--- config.mk ---
export PLATFORM = sky130hd
export DESIGN_NAME = irq_vector_tracker
export DESIGN_NICKNAME = d
export VERILOG_FILES = /design/src/rtl/irqt_pkg.sv /design/src/rtl/irqt_bitarray.sv /design/src/rtl/irqt_msb_find.sv /design/src/rtl/irq_vector_tracker.sv
export SDC_FILE = /design/constraint.sdc
export NUM_CORES = 2
export LEC_CHECK = 0
export ABC_AREA = 1
export BUFFER_PORTS_ARGS = -buffer_cell sky130_fd_sc_hd__buf_2
export CAP_MARGIN = 40
export CORE_MARGIN = 2
export CORE_UTILIZATION = 35
export DETAILED_ROUTE_END_ITERATION = 8
export PLACE_DENSITY = 0.55
export SLEW_MARGIN = 20
export SYNTH_ARGS = -nofsm -noshare
export SYNTH_HDL_FRONTEND = slang
export SYNTH_SLANG_ARGS = --single-unit
--- constraint.sdc ---
create_clock -name clk -period 20.5 [get_ports clk]
set_input_delay 1.025 -clock clk [delete_from_list [all_inputs] [get_ports clk]]
set_output_delay 1.025 -clock clk [all_outputs]
set_load 0.005 [all_outputs]
--- src/rtl/irqt_pkg.sv ---
// Package: default geometry of the vector tracker.
// Assumes WORD_W and WORDS are powers of two.
package irqt_pkg;
    localparam int IRQT_WORDS   = 8;
    localparam int IRQT_WORD_W  = 32;
    localparam int IRQT_CLASS_W = 4;
endpackage

--- src/rtl/irqt_bitarray.sv ---
// Module: one vector bit array stored as packed words.
// Applies the clear mask, then the set mask (set wins), at each clock edge.
// Exposes the stored value, the next value and one selected word.
// Assumes the masks are already decoded by the caller.
module irqt_bitarray #(
    parameter int WORDS  = 8,
    parameter int WORD_W = 32,
    localparam int ARR_W = WORDS * WORD_W,
    localparam int IDX_W = $clog2(WORDS)
) (
    input  logic              clk,
    input  logic              rst_n,
    input  logic [ARR_W-1:0]  clr_mask,
    input  logic [ARR_W-1:0]  set_mask,
    input  logic [IDX_W-1:0]  rd_idx,
    output logic [WORD_W-1:0] rd_word,
    output logic [ARR_W-1:0]  arr_q,
    output logic [ARR_W-1:0]  arr_d
);
    // Per-word next value: clear first, then set so a set wins.
    for (genvar gw = 0; gw < WORDS; gw++) begin : g_word
        assign arr_d[gw*WORD_W +: WORD_W] =
            (arr_q[gw*WORD_W +: WORD_W] & ~clr_mask[gw*WORD_W +: WORD_W])
            | set_mask[gw*WORD_W +: WORD_W];
    end

    // Storage register with synchronous reset.
    always_ff @(posedge clk) begin
        if (!rst_n) arr_q <= '0;
        else        arr_q <= arr_d;
    end

    // Word read port.
    assign rd_word = arr_q[rd_idx*WORD_W +: WORD_W];
endmodule

--- src/rtl/irqt_msb_find.sv ---
// Module: finds the highest set bit of a word-organised array.
// Scans words from the top down and stops at the first nonzero one.
// Reports word index * WORD_W + bit index. An empty array reports 0, any=0.
module irqt_msb_find #(
    parameter int WORDS  = 8,
    parameter int WORD_W = 32,
    localparam int ARR_W = WORDS * WORD_W,
    localparam int VEC_W = $clog2(ARR_W)
) (
    input  logic [ARR_W-1:0] arr,
    output logic [VEC_W-1:0] vec,
    output logic             any
);
    logic [WORDS-1:0] word_nz;

    // Nonzero flag for each word.
    for (genvar gw = 0; gw < WORDS; gw++) begin : g_nz
        assign word_nz[gw] = |arr[gw*WORD_W +: WORD_W];
    end

    // Top-down word scan, then the highest bit inside the chosen word.
    always_comb begin
        logic found;
        found = 1'b0;
        vec   = '0;
        for (int w = WORDS - 1; w >= 0; w--) begin
            if (!found && word_nz[w]) begin
                found = 1'b1;
                for (int b = 0; b < WORD_W; b++) begin
                    if (arr[w*WORD_W + b]) vec = VEC_W'(w * WORD_W + b);
                end
            end
        end
        any = found;
    end
endmodule

--- src/rtl/irq_vector_tracker.sv ---
// Module: request / in-service vector tracker (top).
// Holds two vector arrays and registered highest-vector results.
// Performs class-gated accept and end-of-interrupt. Accept and EOI act
// on the registered top vectors of the current cycle.
// Assumes a single clock and a synchronous active-low reset.
module irq_vector_tracker #(
    parameter int WORDS   = irqt_pkg::IRQT_WORDS,
    parameter int WORD_W  = irqt_pkg::IRQT_WORD_W,
    parameter int CLASS_W = irqt_pkg::IRQT_CLASS_W,
    localparam int ARR_W  = WORDS * WORD_W,
    localparam int VEC_W  = $clog2(ARR_W),
    localparam int IDX_W  = $clog2(WORDS)
) (
    input  logic              clk,
    input  logic              rst_n,
    input  logic              pend_set_en,
    input  logic [VEC_W-1:0]  pend_set_vec,
    input  logic              pend_clr_en,
    input  logic [VEC_W-1:0]  pend_clr_vec,
    input  logic              svc_set_en,
    input  logic [VEC_W-1:0]  svc_set_vec,
    input  logic              svc_clr_en,
    input  logic [VEC_W-1:0]  svc_clr_vec,
    input  logic              accept_i,
    input  logic              eoi_i,
    input  logic [IDX_W-1:0]  pend_rd_idx,
    output logic [WORD_W-1:0] pend_rd_word,
    input  logic [IDX_W-1:0]  svc_rd_idx,
    output logic [WORD_W-1:0] svc_rd_word,
    output logic [VEC_W-1:0]  pend_top_vec,
    output logic              pend_valid,
    output logic [VEC_W-1:0]  svc_top_vec,
    output logic              svc_valid
);
    localparam logic [ARR_W-1:0] ONE = {{(ARR_W-1){1'b0}}, 1'b1};

    logic [ARR_W-1:0] pend_arr, pend_nxt, svc_arr, svc_nxt;
    logic [ARR_W-1:0] pend_clr_m, pend_set_m, svc_clr_m, svc_set_m;
    logic [VEC_W-1:0] pend_top_d, svc_top_d;
    logic             pend_any_d, svc_any_d;
    logic             accept_fire, eoi_fire;

    // Accept gate: requests exist and the class is strictly above service.
    assign accept_fire = accept_i && pend_valid &&
        (!svc_valid ||
         (pend_top_vec[VEC_W-1 -: CLASS_W] > svc_top_vec[VEC_W-1 -: CLASS_W]));
    // EOI gate: only with something in service.
    assign eoi_fire = eoi_i && svc_valid;

    // Decode strobes into clear and set masks for both arrays.
    always_comb begin
        pend_clr_m = pend_clr_en ? (ONE << pend_clr_vec) : '0;
        pend_set_m = pend_set_en ? (ONE << pend_set_vec) : '0;
        svc_clr_m  = svc_clr_en  ? (ONE << svc_clr_vec)  : '0;
        svc_set_m  = svc_set_en  ? (ONE << svc_set_vec)  : '0;
        if (accept_fire) begin
            pend_clr_m = pend_clr_m | (ONE << pend_top_vec);
            svc_set_m  = svc_set_m  | (ONE << pend_top_vec);
        end
        if (eoi_fire) svc_clr_m = svc_clr_m | (ONE << svc_top_vec);
    end

    irqt_bitarray #(.WORDS(WORDS), .WORD_W(WORD_W)) u_pend_arr (
        .clk(clk), .rst_n(rst_n), .clr_mask(pend_clr_m), .set_mask(pend_set_m),
        .rd_idx(pend_rd_idx), .rd_word(pend_rd_word),
        .arr_q(pend_arr), .arr_d(pend_nxt)
    );

    irqt_bitarray #(.WORDS(WORDS), .WORD_W(WORD_W)) u_svc_arr (
        .clk(clk), .rst_n(rst_n), .clr_mask(svc_clr_m), .set_mask(svc_set_m),
        .rd_idx(svc_rd_idx), .rd_word(svc_rd_word),
        .arr_q(svc_arr), .arr_d(svc_nxt)
    );

    irqt_msb_find #(.WORDS(WORDS), .WORD_W(WORD_W)) u_pend_msb (
        .arr(pend_nxt), .vec(pend_top_d), .any(pend_any_d)
    );

    irqt_msb_find #(.WORDS(WORDS), .WORD_W(WORD_W)) u_svc_msb (
        .arr(svc_nxt), .vec(svc_top_d), .any(svc_any_d)
    );

    // Cached top vectors, updated at the same edge as the arrays.
    always_ff @(posedge clk) begin
        if (!rst_n) begin
            pend_top_vec <= '0;
            pend_valid   <= 1'b0;
            svc_top_vec  <= '0;
            svc_valid    <= 1'b0;
        end else begin
            pend_top_vec <= pend_top_d;
            pend_valid   <= pend_any_d;
            svc_top_vec  <= svc_top_d;
            svc_valid    <= svc_any_d;
        end
    end


    pend_valid_chk: assert property (@(posedge clk) disable iff (!rst_n)
        pend_valid == (pend_arr != '0));

    pend_top_set_chk: assert property (@(posedge clk) disable iff (!rst_n)
        pend_valid |-> ((pend_arr >> pend_top_vec) == ONE));

    svc_top_set_chk: assert property (@(posedge clk) disable iff (!rst_n)
        svc_valid |-> ((svc_arr >> svc_top_vec) == ONE));

    pend_empty_zero_chk: assert property (@(posedge clk) disable iff (!rst_n)
        !pend_valid |-> (pend_top_vec == '0));

    accept_moves_chk: assert property (@(posedge clk) disable iff (!rst_n)
        accept_fire |=> svc_arr[$past(pend_top_vec)]);

    accept_empty_chk: assert property (@(posedge clk) disable iff (!rst_n)
        (accept_i && !pend_valid && !pend_set_en && !pend_clr_en) |=> $stable(pend_arr));

    eoi_empty_chk: assert property (@(posedge clk) disable iff (!rst_n)
        (eoi_i && !svc_valid && !svc_set_en && !svc_clr_en && !accept_fire)
        |=> $stable(svc_arr));
endmodule

==> impl_metrics.ini <==
[run_status]
outcome = complete, but fails checks
violations = DRC

[finish]
fillers = 13700
final_nets = 8336
fin_util_pct = 42.7
syn_to_final_growth_pct = 21.5
layout-drive-gt1-share_pct = 14.3

[worst_setup_path]
crit_type = in2reg
critPathMaxStageDelay_ps = 250
path_buf_inv = 3
worst_ep_arrival_time_ps = 20690
end_kind = flip-flop
crit_family = simple AND/OR/NAND/NOR gates
worst-path-max-fanout = 6
cpMostUsedCell = nand2_1
setup.worst_path.start_class = input pin
critical_path_required_ps = 21140
slowest_stage = buf_4

[floorplanning]
initial_core_util_pct = 35.2
rows = 128
ios = 128
fp.dieArea_um2 = 125000
fp.dieW_um = 354
core_area_um2 = 122000
die_y_um = 354

[global_route]
grt.met1_usage_pct = 57.0
gr-usage-met2_pct = 67.6
grt_max_degree = 146
met3_usage_pct = 18.7
grt.total_usage_pct = 47.1
grt_pass1_wl_mm = 418
overflow = 0
busiest_layer = met2
grt_pass1_vias = 53900
antenna_found_initial = 24

[cts]
clkTransAtPathRegs_ps = 60
cts_tree = done
clk_latency_ps = 720
htree_levels = 3
numClockSinks = 530
cts_buffer_depth = 3
numCtsBuffers = 72
root_buffer = clkbuf_16

[job]
drv_cap = 0

[sta]
relSlewSlack_pct = 33.3
worstMarginPinSlew_ps = 997
setup_viol = 0
skew_ps = 40.9
finalSetupTns_ps = 0
min_period_over_period_pct = 97.8
rsz0062_at_grt = true
period_needed_ps = 20050
hold_viol = 0
fmax_mhz = 49.9
slew_violations = 0

[route]
routed_wl_mm = 307
viasPerCell = 6.00
dr.pass1.iters = 9
drtIter0Drc = 10200
drc = 5
antenna_left = 0
dr_total_vias = 59800
wl_per_cell_um = 30.8

[synthesis]
synth-async-reset-ratio_pct = 0
seq_area_frac_synth_pct = 24.8
ys_seq_elements = 530
yosys.area.top_type = dfxtp_1
syn_area_per_cell_um2 = 5.41
synth_most_common_cell = nor2_1
ys_warn_count = 0
synth_cells = 7901
synth_area_leaders = dfxtp_1 25%, nor2_1 18%, nand2_1 17%
synth_edf_count = 0
synth_ff_type = dfxtp_1
synth.cell_area_um2 = 42800
yosys-top-cells-count = 2,074 x nor2_1, 1,883 x nand2_1, 885 x inv_1
synthesis.nets = 7951
synth_top_area_share_pct = 24.8
synth_cell_type_count = 57

[placed_design]
gp_congestion = 1.13
dp_hpwl_mm = 245
io_buffers = 127

[min_path]
min_path_type = reg2reg

[power]
p_per_area_nw_per_um2 = 71.7
leakage_nw = 22.9
ir_worst_vdd_uv = 64.0
[timing repair]
action / CTS / global route
resized for setup: 0 / 212
endpoints found under the setup margin: 0 / 2
hold buffers: 0 / 0
setup buffers: 0 / 12
[layout make-up]
type | instances | area (µm²) | area share [%]
diodes | 5 | 12.5 | 0.0241
clock buffers | 97 | 2020 | 3.88
clock inverters | 33 | 439 | 0.845
inverters | 926 | 3510 | 6.75
multi-input cells | 5964 | 27500 | 52.8
flip-flops and latches | 530 | 10600 | 20.4
well taps | 1625 | 2030 | 3.91
repair buffers | 792 | 5870 | 11.3
[metal layers]
| layer | up-vias | share of wire, % |
|---|---|---|
| met3 | 1086 | 15 |
| met5 | - | 0.040 |
| li1 | 26200 | - |
| met2 | 4847 | 40 |
| met1 | 27700 | 37 |
| met4 | 18 | 9.0 |
[worst register-to-register path: cells and delay by family, from the launching register on]
kind,cells,cell delay (ps)
compound gates,1,130
flops,1,380
buf+inv,3,430
simple gates,258,19030
[logic make-up after synthesis]
kind of cell               Yosys count  share of synthesized area, %
and+or+nand+nor                   4467                          41.3
AOI/OAI and AO/OA                 1493                          21.2
buffers and inverters             1407                          12.6
DFF                                530                          24.8
adders and majority gates            4                         0.117
[where the power goes]
| group | internal [mW] | switching, mW |
|---|---|---|
| sequential | 1.04 | 0.0130 |
| combinational | 0.351 | 0.939 |
| clock | 0.784 | 0.593 |
[placed cells by master (no fill, tap or decap), drive strengths merged, types with 84 or more instances in the layout]
master,n
o211ai,138
nand4,84
clkbuf,99
nor2,2085
o21ai,537
nand3,260
inv,922
a31oi,137
nor3,116
a211oi,93
buf,790
nand2,1884
a21oi,319
dfxtp,530
[stage by stage]
step | hold slack [ps] | worst slack, ps | power [mW] | cells | area [µm²]
floorplan | 479 | 3370 | 1.67 | 7901 | 42800
global route | 549 | -857 | 3.80 | 9968 | 52000
detailed placement | 503 | -392 | 2.25 | 9819 | 48700
CTS | 512 | 54.4 | 3.61 | 9949 | 51100
global placement | 504 | -619 | 2.26 | 9808 | 48600
finish | 515 | 450 | 3.72 | 9972 | 52000
[path summary, 6_finish.rpt]
kind	startpoint	end	slack, ps	depth (start not counted)
max	svc_set_vec[4]	svc_top_vec[0]	450	262
min	u_svc_arr.arr_q[224]	u_svc_arr.arr_q[224]	510	2
max reg2reg	pend_top_vec[0]	svc_top_vec[0]	450	262
min reg2reg	u_svc_arr.arr_q[224]	u_svc_arr.arr_q[224]	510	2
[sequential cells by signal (all words and copies together), names as in the netlist]
signal / flops
u_svc_arr.arr_q: 256
svc_valid: 1
pend_top_vec: 8
svc_top_vec: 8
pend_valid: 1
u_pend_arr.arr_q: 256
No activity file was read; power rests on OpenSTA's default activity.
